**src/rtl/cap_cond_pkg.sv**
```systemverilog
package cap_cond_pkg;
   typedef enum logic [1:0] {
      SRC_OWN  = 2'd0,
      SRC_PAIR = 2'd1,
      SRC_TRIG = 2'd2,
      SRC_NONE = 2'd3
   } cap_src_e;
endpackage

```
**src/rtl/cap_filter.sv**
```systemverilog
module cap_filter #(
   parameter int FLT_W = 4
) (
   input  logic             clk,
   input  logic             rst_n,
   input  logic             raw_i,
   input  logic [FLT_W-1:0] code_i,
   output logic             filt_o
);
   localparam int MAX_SH = ((1 << FLT_W) - 2) / 3;
   localparam int DW     = MAX_SH + 1;

   logic [FLT_W-1:0] idx, sh, nsel;
   logic [DW-1:0]    div_q, div_lim;
   logic [2:0]       run_q, run_lim;
   logic             smp, filt_q;

   always_comb begin
      idx     = code_i - FLT_W'(1);
      sh      = idx / FLT_W'(3);
      nsel    = idx % FLT_W'(3);
      div_lim = (DW'(1) << sh) - DW'(1);
      case (nsel)
         FLT_W'(0): run_lim = 3'd1;
         FLT_W'(1): run_lim = 3'd3;
         default:   run_lim = 3'd7;
      endcase
      smp = (div_q == div_lim);
   end

   always_ff @(posedge clk or negedge rst_n) begin
      if (!rst_n) begin
         filt_q <= 1'b0;
         run_q  <= '0;
         div_q  <= '0;
      end else if (code_i == '0) begin
         filt_q <= raw_i;
         run_q  <= '0;
         div_q  <= '0;
      end else begin
         div_q <= smp ? '0 : div_q + DW'(1);
         if (smp) begin
            if (raw_i != filt_q) begin
               if (run_q == run_lim) begin
                  filt_q <= raw_i;
                  run_q  <= '0;
               end else begin
                  run_q <= run_q + 3'd1;
               end
            end else begin
               run_q <= '0;
            end
         end
      end
   end

   assign filt_o = filt_q;

   AST_FLT_BYPASS: assert property (@(posedge clk) disable iff (!rst_n)
      (code_i == '0) |=> (filt_q == $past(raw_i)));
   AST_FLT_FOLLOW: assert property (@(posedge clk) disable iff (!rst_n)
      !$stable(filt_q) |-> (filt_q == $past(raw_i)));
endmodule

```
**src/rtl/cap_edge_sel.sv**
```systemverilog
module cap_edge_sel
   import cap_cond_pkg::*;
(
   input  logic       clk,
   input  logic       rst_n,
   input  logic       own_i,
   input  logic       pair_i,
   input  logic       pol_i,
   input  logic       both_i,
   input  cap_src_e   src_i,
   input  logic       trig_i,
   input  logic [1:0] div_i,
   input  logic       cfg_wr_i,
   output logic       pass_o
);
   logic       own_d, pair_d, own_ev, pair_ev, ev, pass;
   logic [2:0] presc_q, presc_lim;

   function automatic logic edge_hit(input logic cur, input logic prev,
                                     input logic pol, input logic both);
      logic rise, fall;
      rise = cur & ~prev;
      fall = ~cur & prev;
      return both ? (rise | fall) : (pol ? fall : rise);
   endfunction

   always_comb begin
      own_ev  = edge_hit(own_i, own_d, pol_i, both_i);
      pair_ev = edge_hit(pair_i, pair_d, pol_i, both_i);
      case (src_i)
         SRC_OWN:  ev = own_ev;
         SRC_PAIR: ev = pair_ev;
         SRC_TRIG: ev = trig_i;
         default:  ev = 1'b0;
      endcase
      presc_lim = (3'd1 << div_i) - 3'd1;
      pass      = ev && !cfg_wr_i && (presc_q >= presc_lim);
   end

   always_ff @(posedge clk or negedge rst_n) begin
      if (!rst_n) begin
         own_d   <= 1'b0;
         pair_d  <= 1'b0;
         presc_q <= '0;
      end else begin
         own_d  <= own_i;
         pair_d <= pair_i;
         if (cfg_wr_i)  presc_q <= '0;
         else if (ev)   presc_q <= pass ? 3'd0 : presc_q + 3'd1;
      end
   end

   assign pass_o = pass;

   AST_PRESC_CLEAR: assert property (@(posedge clk) disable iff (!rst_n)
      cfg_wr_i |=> (presc_q == 3'd0));
   AST_PRESC_BOUND: assert property (@(posedge clk) disable iff (!rst_n)
      (div_i == $past(div_i)) |-> (presc_q <= presc_lim));
endmodule

```
**src/rtl/cap_latch.sv**
```systemverilog
module cap_latch #(
   parameter int CNT_W = 16
) (
   input  logic             clk,
   input  logic             rst_n,
   input  logic             pass_i,
   input  logic [CNT_W-1:0] count_i,
   input  logic             clr_i,
   input  logic             rd_i,
   output logic [CNT_W-1:0] val_o,
   output logic             flag_o,
   output logic             ovr_o
);
   always_ff @(posedge clk or negedge rst_n) begin
      if (!rst_n) begin
         val_o  <= '0;
         flag_o <= 1'b0;
         ovr_o  <= 1'b0;
      end else begin
         if (pass_i) begin
            val_o  <= count_i;
            flag_o <= 1'b1;
            if (flag_o) ovr_o <= 1'b1;
            else if (clr_i) ovr_o <= 1'b0;
         end else begin
            if (clr_i || rd_i) flag_o <= 1'b0;
            if (clr_i)         ovr_o  <= 1'b0;
         end
      end
   end

   AST_CAP_SET: assert property (@(posedge clk) disable iff (!rst_n)
      pass_i |=> (flag_o && val_o == $past(count_i)));
   AST_OVR_SET: assert property (@(posedge clk) disable iff (!rst_n)
      (pass_i && flag_o) |=> ovr_o);
   AST_FLAG_CLR: assert property (@(posedge clk) disable iff (!rst_n)
      ((clr_i || rd_i) && !pass_i) |=> !flag_o);
endmodule

```
**src/rtl/tmr_capture_cond.sv**
```systemverilog
module tmr_capture_cond
   import cap_cond_pkg::*;
#(
   parameter int NCH   = 4,
   parameter int CNT_W = 16,
   parameter int FLT_W = 4
) (
   input  logic                 clk,
   input  logic                 rst_n,
   input  logic [NCH-1:0]       pin_i,
   input  logic                 ch1_xor_i,
   input  logic [NCH*FLT_W-1:0] flt_cfg_i,
   input  logic [NCH-1:0]       pol_i,
   input  logic [NCH-1:0]       both_i,
   input  logic [NCH*2-1:0]     src_sel_i,
   input  logic [NCH*2-1:0]     div_i,
   input  logic [NCH-1:0]       cfg_wr_i,
   input  logic                 trig_i,
   input  logic [CNT_W-1:0]     count_i,
   input  logic [NCH-1:0]       flag_clr_i,
   input  logic [NCH-1:0]       cap_rd_i,
   output logic [NCH*CNT_W-1:0] cap_val_o,
   output logic [NCH-1:0]       cap_flag_o,
   output logic [NCH-1:0]       ovr_flag_o
);
   if (NCH < 4 || (NCH % 2) != 0) begin : g_bad_nch
      $error("NCH must be even and at least 4");
   end
   if (CNT_W < 1) begin : g_bad_cnt
      $error("CNT_W must be positive");
   end
   if (FLT_W < 2 || FLT_W > 5) begin : g_bad_flt
      $error("FLT_W must be 2 to 5");
   end

   logic [NCH-1:0] raw, filt, pass;

   for (genvar ch = 0; ch < NCH; ch++) begin : g_ch
      localparam int PAIR = ch ^ 1;

      if (ch == 0) begin : g_raw_sel
         assign raw[ch] = ch1_xor_i ? ^pin_i[2:0] : pin_i[0];
      end else begin : g_raw_pin
         assign raw[ch] = pin_i[ch];
      end

      cap_filter #(.FLT_W(FLT_W)) u_flt (
         .clk    (clk),
         .rst_n  (rst_n),
         .raw_i  (raw[ch]),
         .code_i (flt_cfg_i[ch*FLT_W +: FLT_W]),
         .filt_o (filt[ch])
      );

      cap_edge_sel u_sel (
         .clk      (clk),
         .rst_n    (rst_n),
         .own_i    (filt[ch]),
         .pair_i   (filt[PAIR]),
         .pol_i    (pol_i[ch]),
         .both_i   (both_i[ch]),
         .src_i    (cap_src_e'(src_sel_i[ch*2 +: 2])),
         .trig_i   (trig_i),
         .div_i    (div_i[ch*2 +: 2]),
         .cfg_wr_i (cfg_wr_i[ch]),
         .pass_o   (pass[ch])
      );

      cap_latch #(.CNT_W(CNT_W)) u_cap (
         .clk     (clk),
         .rst_n   (rst_n),
         .pass_i  (pass[ch]),
         .count_i (count_i),
         .clr_i   (flag_clr_i[ch]),
         .rd_i    (cap_rd_i[ch]),
         .val_o   (cap_val_o[ch*CNT_W +: CNT_W]),
         .flag_o  (cap_flag_o[ch]),
         .ovr_o   (ovr_flag_o[ch])
      );
   end

   AST_CH1_XOR: assert property (@(posedge clk) disable iff (!rst_n)
      (ch1_xor_i && flt_cfg_i[FLT_W-1:0] == '0)
         |=> (filt[0] == $past(^pin_i[2:0])));
endmodule

```
**config.mk**
```make
export PLATFORM = sky130hd
export DESIGN_NAME = tmr_capture_cond
export DESIGN_NICKNAME = d
export VERILOG_FILES = /design/src/rtl/cap_cond_pkg.sv /design/src/rtl/cap_filter.sv /design/src/rtl/cap_edge_sel.sv /design/src/rtl/cap_latch.sv /design/src/rtl/tmr_capture_cond.sv
export SDC_FILE = /design/constraint.sdc
export NUM_CORES = 1
export LEC_CHECK = 0
export BUFFER_PORTS_ARGS = -buffer_cell sky130_fd_sc_hd__buf_2
export CORE_UTILIZATION = 30
export DETAILED_ROUTE_END_ITERATION = 16
export PLACE_DENSITY = 0.55
export SYNTH_ARGS = -nofsm -noshare
export SYNTH_HDL_FRONTEND = slang
export SYNTH_SLANG_ARGS = --single-unit
```
**constraint.sdc**
```tcl
create_clock -name clk -period 3.1 [get_ports clk]
set_clock_uncertainty 0.1 [all_clocks]
set_input_delay 0.465 -clock clk [delete_from_list [all_inputs] [get_ports clk]]
set_output_delay 0.465 -clock clk [all_outputs]
set_load 0.02 [all_outputs]
```
After elaboration in Yosys (flattened, before gate mapping) --
Index checks and enable logic that the tools add are counted.
Word-level totals: bits in registers 124, input port bits 76, logic and storage cells 270, output and inout bits 72
Operators by class: magnitude comparators 4, shift-type cells 8, multiplexer cells 97, bitwise gates (word level) 20, reduce and logical (&&, ||, !) cells 53, add/subtract/negate cells 24, equal/unequal tests 24, divide/modulo/power cells 8
Operators with widths (count):
- $mux W3 | 28
- $mux W1 | 53
- $mux W5 | 8
- $reduce_bool A2 Y1 | 20
- $logic_not A4 Y1 | 8
- $add A3 B1 Y3 const B | 8
- $pmux W3 S2 | 4
- $add A5 B1 Y5 const B | 4
- $eq A5 B5 Y1 | 4
- $shl A1 B4 Y5 const A | 4
- $sub A5 B2 Y5 const B | 4
- $div A4 B2 Y4 const B | 4
- $eq A4 B1 Y1 const B | 4
- $mod A4 B2 Y4 const B | 4
- $sub A4 B1 Y4 const B | 4
- $eq A3 B3 Y1 | 4
- $ge A3 B3 Y1 | 4
- $pmux W1 S3 | 4
- $reduce_and A3 Y1 | 4
- $shl A1 B2 Y3 const A | 4
- $sub A3 B1 Y3 const B | 4
- $and A1 B1 Y1 | 8
- $eq A2 B1 Y1 const B | 4
- $eq A2 B2 Y1 const B | 4
- other kinds (8) | 37

Depth between registers and ports, before layout --
Gate-level depths: netlist (run 1).
depth in word-level cells 10, mapped depth 23, mapped depth without buffers 22

Hierarchy --
Synthesis (run 1) repeated with hierarchy kept, for this count alone.
Unflattened totals: cells, all modules 868, area, all modules 9062.4 um2
By module, submodules not included:
- cap_filter at g_ch[0].u_flt ... | sequential area each 225.2 um2, cells an instance 127, times used 3, area each 1111.1 um2
- cap_latch | sequential area each 450.4 um2, cells an instance 41, times used 4, area each 716.9 um2
- cap_edge_sel | sequential area each 125.1 um2, cells an instance 48, times used 4, area each 449.2 um2
- cap_filter at g_ch[3].u_flt | sequential area each 225.2 um2, cells an instance 128, times used 1, area each 1043.5 um2
- tmr_capture_cond | sequential area each 0.0 um2, cells an instance 3, times used 1, area each 21.3 um2

Worst setup path before layout (run 1) --
Ideal clock, no wire load.
path type input port to flip-flop, start point in flt_cfg_i[0], end point reg g_ch[0].u_flt.filt_q, arrival time 4327 ps, path buffers 2, setup time 125 ps, data required time 2875 ps, stages 21, setup slack -1452 ps, cell sequence buf_2 -> inv_1 -> ha_1 -> and2b_1 -> a21oi_1 -> o21ai_0 -> ha_1 -> inv_1 -> ha_1 -> o311a_1 -> buf_2 -> xnor2_1 -> inv_1 -> ha_1 -> a311oi_2 -> o21a_1 -> nand2_1 -> and3_1 -> a2111o_1 -> a21oi_1 -> mux2_2
On the way: word-level cells in the longest chain between the ends 7, elaborated cells on any way between the ends 16, those cells by class add/sub (2); div (2); eq/ne (3); shift (1); mux (2); reduce/logical (6)
Ends and longest elaborated chain:
- start: declaration | line tmr_capture_cond.sv:12 | input logic [NCH*FLT_W-1:0] flt_cfg_i,
- $sub A4 B1 Y4 | line cap_filter.sv:19 | idx = code_i - FLT_W'(1);
- $div A4 B2 Y4 or $mod A4 B2 Y4 (tied branches) | line cap_filter.sv:20, cap_filter.sv:21
- $shl A1 B4 Y5, or another cell as far along | line cap_filter.sv:22 | div_lim = (DW'(1) << sh) - DW'(1);
- $sub A5 B2 Y5 or $pmux W3 S2 (tied branches) | line cap_filter.sv:22, cap_filter.sv:23
- $eq A5 B5 Y1 or $eq A3 B3 Y1 (tied branches) | line cap_filter.sv:28, cap_filter.sv:44
- $reduce_bool A2 Y1 (no line)
- $reduce_and A3 Y1 (no line)
- end signal: assignment | line cap_filter.sv:37 | filt_q <= raw_i;
- end signal: assignment | line cap_filter.sv:45 | filt_q <= raw_i;
- end: declaration | line cap_filter.sv:16 | logic smp, filt_q;
Parallel ways exist; a longest one is shown, timed or not. A chain may end at the register's enable or synchronous reset.

Worst setup path after layout (run 1) --
Ends and elaborated chain as after synthesis.

==> qor.txt, run 1 <==
GP Congestion: 0.824
Pins Over Slew Limit: 0
Hold Crit Class: input port to register
Startpoint Class: input port
failing checks: setup timing
Total Wirelength: 20,200 um
DP Worst Slack: -1120 ps
Adder-Cell Fraction of Synth Area: 8.50%
initial antenna violation count: 0
Cell variety after synth: 75
cell area after synthesis: 7950 um2
worst hold margin: 143 ps
Synth Area in Compound Gates: 14.1%
Worst Path Buf+Inv: 7
Worst-Skew Late Latency: 410 ps
main combinational cell family by area after synthesis: simple AND/OR/NAND/NOR gates
number of nets still failing antenna checks after routing: 0
post-synthesis sequential area ratio: 39.0%
xor/xnor share of the synthesized area: 3.09%
Post-Route Utilization: 44.6%
crit path kind: input port to register
Clock Path Buffers: 2
commonest non-fill, non-tap cell in the layout: buf_4
Hold Fails Final Rpt: 0
DRT iter0 DRCs: 283
combinational group share of total power: 44.3%
fin nets: 1,232
relative slew slack: 52.1%
Final WS setup: -583 ps
vias in the first global route: 6,663
clock share of power: 23.7%
required time of the critical path: 3300 ps
Met1 Routed Length: 9140 um
CTS tree: yes
GRT Overall Usage: 15.0%
Syn Area/Cell: 9.84 um2
WL met3: 611 um
DRC viols: 0
post-synthesis cell count: 808
pwr dens: 744 nW/um2
RSZ-0062 raised after global routing: true
EDFF count, synth: 0
Worst EP arrival: 3880 ps
#FFs+latches synth: 124
Leak: 0.00550 uW
Internal: 5340 uW
ys async rst share: 100%
critical path endpoint category: register
Worst Max-Slew Pin Slew: 717 ps
TritonRoute pass-1 iters: 4
floorplan core area: 26,100 um2
Worst-path clk slew: 70 ps
Main synth FF type: dfrtp_1
crit-path cells: buf_8, inv_6, ha_4, and2b_2, a21oi_2, o21ai_1, ha_2, inv_2, ha_4, o311a_4, xnor2_2, inv_2, ha_4, buf_4, buf_4, a311o_1, buf_4, and3_4, a2111o_1, a21oi_2, mux2_4
global-route wire length before repair: 32,400 um
part of the power in registers: 32.0%
layout cells sized above 1: 48.8%
min Tclk post-route: 3680 ps
Top Ports: 148
Vias: 6,950
CTS Sinks: 124
period utilization: 119%
CP peak stage delay: 410 ps
DR top layer: met4
Peak supply drop: 0.372 mV
mux share of post-synthesis cell area: 13.7%
CTS root buf: clkbuf_16
final setup vio count: 36
row count: 59
WL/cell: 14.0 um
die width: 165 um
die area: 27,100 um2
CP Max Fanout: 4
area delta synth->final: 46.1%
Clock H-tree levels: 4
Fillers: 2,471
gr ovfl total: 0
status: complete, but fails checks
Ant. Diodes: 0
CP max-delay cell: a2111o_1
Synth Area in Simple Gates: 16.4%
hpwl dp: 15,300 um
I/O Buffers: 147
met2 routed WL: 10,200 um
initial cell density of the core: 30.5%
Yosys warnings: 0
P_sw: 3300 uW
Switching Share: 38.2%
syn nets: 938
TritonCTS buffer count: 17
most frequent cells in the layout: buf_4 (142), buf_2 (137), dfrtp_1 (124)
critical path's top delay family: compound AO/OA/AOI/OAI gates
die span in y: 165 um
Max Cap Violations: 0
Vias/cell: 4.79
Max Fclk: 0.272 GHz
largest net degree at the start of global routing: 50
path summary, 6_finish.rpt:
path / startpoint / endpoint / slack [ps] / cells past startpoint
worst max-delay path: flt_cfg_i[0] / g_ch[0].u_flt.filt_o / -580 / 21
worst min-delay path: flag_clr_i[0] / g_ch[0].u_cap.ovr_o / 140 / 2
worst max register to register: g_ch[2].u_flt.filt_o / g_ch[2].u_cap.val_o[14] / 450 / 9
worst min register to register: g_ch[0].u_flt.filt_o / g_ch[1].u_sel.pair_d / 360 / 0
max in group asynchronous: rst_n / g_ch[0].u_cap.val_o[11] / 1530 / 3
min in group asynchronous: rst_n / g_ch[1].u_cap.val_o[2] / 520 / 2
metal layers:
metal	vias up	global-route usage [%]
met2	93	25.9
li1	3482	-
met3	20	2.61
met1	3355	19.1
met5	-	0
met4	0	3.88
flip-flops by register name (all words and copies together) (netlist names):
signal,cells
g_ch.u_cap.flag_o,4
g_ch.u_cap.ovr_o,4
g_ch.u_cap.val_o,64
g_ch.u_flt.div_q,20
g_ch.u_flt.filt_o,4
g_ch.u_flt.run_q,12
g_ch.u_sel.own_d,2
g_ch.u_sel.pair_d,2
g_ch.u_sel.presc_q,12
power groups by stage:
stage          logic [uW]  registers [uW]  clock network (uW)
2_1_floorplan        1780            3230                   0
5_1_grt              4190            2880                2170
6_report             3830            2770                2040
3_5_place_dp         3490            2790                   0
4_1_cts              3670            2770                2100
3_3_place_gp         3440            2770                   0
cells by family after synthesis:
| family | count (synthesis) |
|---|---|
| buffers and inverters | 101 |
| adders and majority gates | 54 |
| DFF | 124 |
| and+or+nand+nor | 247 |
| muxes | 95 |
| xor gates and xnor gates | 28 |
| AOI/OAI and AO/OA | 159 |
Yosys cell counts (3+ instances only):
cell / n / area share [%]
a2111o_1: 3 / 0.43
a211oi_1: 5 / 0.47
a21o_1: 17 / 1.6
a21oi_1: 20 / 1.3
a22o_1: 3 / 0.33
a31oi_1: 13 / 1.0
and2_1: 8 / 0.63
and3_1: 6 / 0.47
buf_2: 3 / 0.19
buf_4: 8 / 0.76
clkbuf_1: 13 / 0.61
dfrtp_1: 124 / 39
ha_1: 54 / 8.5
inv_1: 76 / 3.6
mux2_2: 68 / 9.6
mux2i_1: 22 / 2.8
mux4_2: 4 / 1.1
nand2_1: 51 / 2.4
nand2b_1: 13 / 1.0
nand3_1: 21 / 1.3
nand4_1: 11 / 0.87
nor2_1: 49 / 2.3
nor2b_1: 16 / 1.3
nor3_1: 17 / 1.1
nor3b_1: 10 / 0.94
nor4_1: 3 / 0.24
nor4b_1: 3 / 0.33
o2111ai_1: 4 / 0.44
o211a_1: 3 / 0.38
o211ai_1: 6 / 0.57
o21a_1: 3 / 0.28
o21ai_0: 45 / 2.8
o21ai_1: 4 / 0.25
o22ai_1: 3 / 0.24
or2_1: 3 / 0.24
or2_2: 9 / 0.71
or3_1: 10 / 0.79
xnor2_1: 16 / 1.8
xor2_1: 12 / 1.3
what timing repair did:
| action | in CTS | in global routing |
|---|---|---|
| hold buffers | 1 | 0 |
| gates resized for setup | 69 | 52 |
| setup endpoints to repair | 36 | 36 |
| endpoints found under the hold margin | 40 | 0 |
| pin swaps | 55 | 27 |
| buffers inserted | 13 | 10 |
cell type report:
class | instances | area, um2 | area share, %
multi-input combinational | 583 | 5120 | 44.1
sequential | 124 | 3100 | 26.7
timing repair buffer | 300 | 2030 | 17.5
clock buffer | 18 | 439 | 3.78
tap | 335 | 419 | 3.61
inverter | 76 | 333 | 2.87
clock inverter | 14 | 169 | 1.45
stage by stage:
stage	TNS [ps]	cells	cell area [um2]	power, uW
after global placement	-29320	1394	10400	6200
after global routing	-18140	1450	11600	9240
final	-11750	1450	11600	8640
after floorplan	-22430	808	8370	5010
after detailed placement	-31350	1394	10400	6280
after CTS	-9870	1440	11300	8540
Power figures use the tool's default switching activity.
==> inputs of run 2 (changes only) <==
--- a/config.mk
+++ b/config.mk
@@ -5,8 +5,9 @@
 export SDC_FILE = /design/constraint.sdc
 export NUM_CORES = 1
 export LEC_CHECK = 0
-export BUFFER_PORTS_ARGS = -buffer_cell sky130_fd_sc_hd__buf_2
+export BUFFER_PORTS_ARGS = -buffer_cell sky130_fd_sc_hd__buf_4
 export CORE_UTILIZATION = 30
+export CTS_CLUSTER_DIAMETER = 40
 export DETAILED_ROUTE_END_ITERATION = 16
 export PLACE_DENSITY = 0.55
 export SYNTH_ARGS = -nofsm -noshare
==> run 2 against run 1 <==
  * The flow still finishes with violations (setup timing)
  * Final cell count is 0.48% higher
  * Non-clock buffer count is 7 higher
  * Utilization is 1.4 points higher
  * Critical path type unchanged
  * Clock power is 4% lower
  * Count of clock-buffer cells in the layout is 1 lower
  * Hold slack worse by 88 ps
  * Power is 1.7% higher
  * Fmax is 1.6% lower
  * First-iteration DRC count is 3.2% higher
  * Cell area is 3.2% higher
  * Critical path depth is 1 higher
  * Routed wire length is 1.6% higher
==> qor.txt, run 2 (synthesis gave the netlist of run 1 again) <==
status: complete, but fails checks
failing checks: setup timing
CTS tree: yes
crit path kind: input port to register
Worst-path clk slew: 60 ps (about the same)
die area: 27,100 um2 (unchanged)
Worst-Skew Late Latency: 420 ps (about the same)
Max Fclk: 0.267 GHz (-1.6%)
required time of the critical path: 3300 ps (about the same)
vias in the first global route: 6,793 (+2.0%)
row count: 59 (unchanged)
RSZ-0062 raised after global routing: true
period utilization: 121% (+1.9 points)
Leak: 0.00562 uW (+2.1%)
Clock H-tree levels: 4 (unchanged)
Total Neg Setup Slack: -12,470 ps (-717 ps)
Max Cap Violations: 0 (unchanged)
min Tclk post-route: 3740 ps (+59.1 ps)
Ant. Diodes: 0 (unchanged)
die width: 165 um (unchanged)
DRC viols: 0 (unchanged)
flop2flop setup slack: 450 ps (about the same)
Vias/cell: 4.76 (-0.64%)
floorplan core area: 26,100 um2 (unchanged)
commonest non-fill, non-tap cell in the layout: buf_4
fin nets: 1,239 (+0.57%)
Final WS setup: -642 ps (-59.1 ps)
Fillers: 2,421 (-2.0%)
die span in y: 165 um (unchanged)
Reg2Reg Depth: 9 (unchanged)
pwr dens: 734 nW/um2 (-1.4%)
Startpoint Class: input port
CTS Sinks: 124 (unchanged)
worst hold margin: 55.0 ps (-88.0 ps)
Vias: 6,939 (-0.16%)
max FFs per register: 64 (unchanged)
gr ovfl total: 0 (unchanged)
initial cell density of the core: 30.5% (unchanged)
Total Wirelength: 20,600 um (+1.6%)
layout cells sized above 1: 49.0% (+0.23 points)
Pins Over Slew Limit: 0 (unchanged)
Worst EP arrival: 3940 ps (+60 ps)
Peak supply drop: 0.330 mV (-11%)
CP Max Fanout: 6 (+2)
initial antenna violation count: 0 (unchanged)
final setup vio count: 36 (unchanged)
I/O Buffers: 147 (unchanged)
TritonRoute pass-1 iters: 4 (unchanged)
TritonCTS buffer count: 17 (unchanged)
CTS root buf: clkbuf_16
most frequent cells in the layout: buf_4 (284), dfrtp_1 (124), mux2_2 (65)
largest reg by FF count: g_ch.u_cap.val_o
global-route wire length before repair: 33,000 um (+1.8%)
Hold Fails Final Rpt: 0 (unchanged)
area delta synth->final: 50.8%
Worst Max-Slew Pin Slew: 855 ps (+138 ps)
fin cells: 1,457 (+0.48%)
Post-Route Utilization: 46.0% (+1.4 points)
Top Ports: 148 (unchanged)
GP Congestion: 0.824 (about the same)
critical path endpoint category: register
relative slew slack: 43.0% (-9.1 points)
DRT iter0 DRCs: 292 (+3.2%)
biggest regs: g_ch.u_cap.val_o (64), g_ch.u_flt.div_q (20)
GRT Overall Usage: 15.2% (+0.24 points)
hpwl dp: 15,300 um (+0.47%)
FF-to-FF Start: g_ch[2].u_flt.filt_o
worst flop-to-flop path endpoint: g_ch[3].u_cap.val_o[0]
placed insts: 1,397 (+0.22%)
largest net degree at the start of global routing: 65 (+30%)
Hold Crit Class: input port to async pin
WL/cell: 14.1 um (+1.1%)
number of nets still failing antenna checks after routing: 0 (unchanged)
Clock Path Buffers: 2 (unchanged)
run 2: worst max-delay path: stages:
cell and delay, ps:
buf_12 110, inv_12 40, ha_4 130, or4b_4 470, o21ai_2 150, ha_2 180
inv_2 40, ha_4 160, o21ai_4 60, a31oi_4 60, xnor2_2 200, inv_2 60
ha_4 190, inv_4 70, o31ai_4 70, nand2b_1 160, o2111ai_2 230, buf_4 160
nor4b_2 40, a311o_1 360, a31oi_1 200, mux2_1 340
run 2: worst max path at each step:
stage               slack (ps)  cells past startpoint                    to         start
floorplan                -1080                     21  g_ch[0].u_flt.filt_o  flt_cfg_i[0]
global placement          -990                     21  g_ch[1].u_flt.filt_o  flt_cfg_i[5]
detailed placement       -1100                     21  g_ch[1].u_flt.filt_o  flt_cfg_i[5]
CTS                       -570                     21  g_ch[1].u_flt.filt_o  flt_cfg_i[4]
global route              -790                     22  g_ch[1].u_flt.filt_o  flt_cfg_i[5]
finish                    -640                     22  g_ch[1].u_flt.filt_o  flt_cfg_i[5]
run 2: cell type report:
type | count | area [um2] | share of cell area [%]
Inverter | 76 | 335 | 2.80
Clock buffer | 17 | 425 | 3.55
Clock inverter | 15 | 151 | 1.26
Sequential cell | 124 | 3100 | 25.9
Multi-Input combinational cell | 583 | 5100 | 42.6
Timing Repair Buffer | 307 | 2450 | 20.4
Tap cell | 335 | 419 | 3.50
run 2: per-stage QoR:
stage	area, um2	power, uW	worst slack (ps)
floorplan	8370	5010	-1080
global placement	10800	6510	-989
detailed placement	10800	6570	-1100
CTS	11800	8760	-575
global route	12000	9400	-785
finish	12000	8790	-642
run 2: power by group:
part           internal [uW]  switching, uW  leakage, uW
Combinational           2080           1970      0.00378
Sequential              2280            516      0.00156
Clock                   1130            821     0.000280
Total                   5480           3310      0.00562
run 2: timing repair:
| action | 4_1_cts | 5_1_grt |
|---|---|---|
| endpoints found under the setup margin | 36 | 36 |
| gates resized for setup | 67 | 43 |
| pin swaps | 70 | 38 |
| hold buffers | 0 | 0 |
| buffers inserted | 23 | 5 |
| endpoints found under the hold margin | 0 | 0 |
run 2: layer usage:
layer	GRT usage, %	part of all wire, %	routed length, um	up-vias
met2	26.4	51	10500	88
li1	-	-	-	3504
met1	19.5	45	9260	3330
met4	4.17	1.2	250	0
met5	0	0	0	-
met3	2.36	2.8	566	17
==> inputs of run 3 (changes only) <==
--- a/config.mk
+++ b/config.mk
@@ -7,9 +7,7 @@
 export LEC_CHECK = 0
 export BUFFER_PORTS_ARGS = -buffer_cell sky130_fd_sc_hd__buf_4
 export CORE_UTILIZATION = 30
-export CTS_CLUSTER_DIAMETER = 40
 export DETAILED_ROUTE_END_ITERATION = 16
-export PLACE_DENSITY = 0.55
 export SYNTH_ARGS = -nofsm -noshare
 export SYNTH_HDL_FRONTEND = slang
 export SYNTH_SLANG_ARGS = --single-unit
==> run 3 against run 2 <==
  * The run still ends with setup timing left
  * Count of clock-buffer cells in the layout did not move
  * Non-clock buffer count rose by 1
  * Fmax rose by 2.6%
  * Cell area rose by 0.56%
  * Power rose by 1.7%
  * Routed wire length fell by 0.64%
  * Combinational power rose by 1%
  * Sequential share of layout area fell by 0.15 points
  * Die area did not move
  * Critical path depth did not move
  * Via count rose by 0.10%
  * Register-to-register slack improved by 20 ps
  * Largest cell class unchanged
==> qor.txt, run 3 (synthesis gave the netlist of run 1 again) <==
Ant. Diodes: 0 (unchanged)
Max Cap Violations: 0 (unchanged)
most frequent CP cell: ha_4
Hold Crit Class: input port to register
fin nets: 1,240 (+0.081%)
GP Congestion: 0.795 (-3.5%)
Peak supply drop: 0.384 mV (+16%)
period utilization: 118% (-3.0 points)
Total Wirelength: 20,400 um (-0.64%)
required time of the critical path: 3290 ps (about the same)
Fillers: 2,449 (+1.2%)
WL/cell: 14.0 um (-0.70%)
die span in y: 165 um (unchanged)
CTS root buf: clkbuf_16
Vias/cell: 4.76 (about the same)
area of placed instances: 10,700 um2 (-0.47%)
GRT Overall Usage: 15.0% (-0.20 points)
Leak: 0.00565 uW (+0.56%)
row count: 59 (unchanged)
layout cells sized above 1: 49.8% (+0.76 points)
critical path endpoint category: register
area delta synth->final: 51.6%
sequential cell area: 3100 um2 (unchanged)
DRC viols: 0 (unchanged)
initial cell density of the core: 30.5% (unchanged)
CTS tree: yes
CTS Sinks: 124 (unchanged)
hpwl dp: 15,300 um (-0.28%)
min Tclk post-route: 3650 ps (-93.9 ps)
CP peak stage delay: 460 ps (about the same)
Post-Route Utilization: 46.2% (+0.26 points)
Final Instance Area: 12,000 um2 (+0.56%)
gr ovfl total: 0 (unchanged)
largest net degree at the start of global routing: 53 (-18%)
Worst-path clk slew: 70 ps (about the same)
area of the multi-input gates: 5150 um2 (+0.98%)
global-route wire length before repair: 32,500 um (-1.3%)
DP Worst Slack: -1120 ps (-26.5 ps)
Worst EP arrival: 3840 ps (-100 ps)
commonest non-fill, non-tap cell in the layout: buf_4
critical path's top delay family: compound AO/OA/AOI/OAI gates
Worst Max-Slew Pin Slew: 725 ps (-130 ps)
largest reg by FF count: g_ch.u_cap.val_o
die width: 165 um (unchanged)
number of nets still failing antenna checks after routing: 0 (unchanged)
Vias: 6,946 (+0.10%)
floorplan core area: 26,100 um2 (unchanged)
CP Max Fanout: 6 (unchanged)
Max Fclk: 0.274 GHz (+2.6%)
Top Ports: 148 (unchanged)
pwr dens: 742 nW/um2 (+1.2%)
Clock Path Buffers: 2 (unchanged)
crit-path cells: buf_8, inv_6, ha_4, or4b_4, o21ai_2, ha_2, inv_2, ha_4, o21ai_2, a31oi_2, xnor2_2, inv_2, ha_4, inv_4, o31ai_4, nand2b_4, o2111ai_2, buf_4, nor4b_2, a311o_1, a31oi_1, mux2_1
biggest regs: g_ch.u_cap.val_o (64), g_ch.u_flt.div_q (20)
final setup vio count: 36 (unchanged)
most frequent cells in the layout: buf_4 (283), dfrtp_1 (124), mux2_2 (65)
CP max-delay cell: or4b_4
Clock H-tree levels: 4 (unchanged)
die area: 27,100 um2 (unchanged)
Hold Fails Final Rpt: 0 (unchanged)
Final WS setup: -548 ps (+93.9 ps)
RSZ-0062 raised after global routing: true
vias in the first global route: 6,743 (-0.74%)
worst hold margin: 144 ps (+89.0 ps)
Startpoint Class: input port
max FFs per register: 64 (unchanged)
I/O Buffers: 147 (unchanged)
TritonRoute pass-1 iters: 4 (unchanged)
TritonCTS buffer count: 17 (unchanged)
crit path kind: input port to register
Worst Path Buf+Inv: 6 (unchanged)
status: complete, but fails checks
DRT iter0 DRCs: 293 (+0.34%)
Worst-Skew Late Latency: 410 ps (about the same)
initial antenna violation count: 0 (unchanged)
relative slew slack: 51.5% (+8.6 points)
failing checks: setup timing
Pins Over Slew Limit: 0 (unchanged)
-- run 3: cell types whose count changed in the layout (fill, tap and decap cells not counted), sizes merged --
cell | before | now
bufinv | 1 | 2
clkinv | 3 | 1
inv | 85 | 87
clkinvlp | 2 | 1
dlygate4sd3 | 0 | 1
-- run 3: worst register-to-register path, stage by stage, from the launching register on --
cell and delay [ps]:
dfrtp_1 470, inv_1 80, ha_1 210, mux4_2 460, mux2i_1 140, nor2_1 50
a31oi_1 380, nor3b_2 80, buf_4 240, mux2_2 310
-- run 3: layer usage --
metal	track usage, %	vias up	share of wire, %
met5	0	-	0
met4	4.67	0	1.8
met3	2.59	22	2.6
met2	25.2	82	49
met1	19.5	3334	46
li1	-	3508	-
-- run 3: final timing paths --
kind / startpoint / to / slack, ps / depth (start not counted)
min reg2reg: g_ch[0].u_flt.filt_o / g_ch[1].u_sel.pair_d / 370 / 0
max: flt_cfg_i[4] / g_ch[1].u_flt.filt_o / -550 / 22
max in group asynchronous: rst_n / g_ch[3].u_cap.val_o[8] / 1560 / 3
min in group asynchronous: rst_n / g_ch[3].u_cap.val_o[5] / 500 / 2
max reg2reg: g_ch[2].u_flt.filt_o / g_ch[3].u_cap.val_o[1] / 470 / 9
min: flag_clr_i[0] / g_ch[0].u_cap.ovr_o / 140 / 2
-- run 3: power by group --
group	switching [uW]	total, uW	leakage (uW)	internal (uW)
clock	839	2070	0.000301	1230
combinational	2010	4080	0.00379	2070
sequential	513	2790	0.00156	2280
-- run 3: layout make-up --
type / count / share of cell area [%]
Clock buffer: 17 / 3.53
Clock inverter: 15 / 1.58
Inverter: 76 / 2.72
Multi-Input combinational cell: 583 / 42.8
Sequential cell: 124 / 25.8
Tap cell: 335 / 3.48
Timing Repair Buffer: 308 / 20.2
-- run 3: through the flow --
step / setup TNS (ps) / total power, uW / cells
5_1_grt: -18020 / 9540 / 1458
4_1_cts: -10940 / 8890 / 1448
6_report: -12620 / 8940 / 1458
3_5_place_dp: -31780 / 6550 / 1392
2_1_floorplan: -22430 / 5010 / 808
3_3_place_gp: -28520 / 6450 / 1392
-- run 3: what timing repair did --
action                                 4_1_cts  5_1_grt
setup endpoints to repair                   36       36
hold buffers                                 1        0
endpoints found under the hold margin       40        0
resized for setup                           80       41
pin swaps                                   73       37
buffers inserted                            24       11
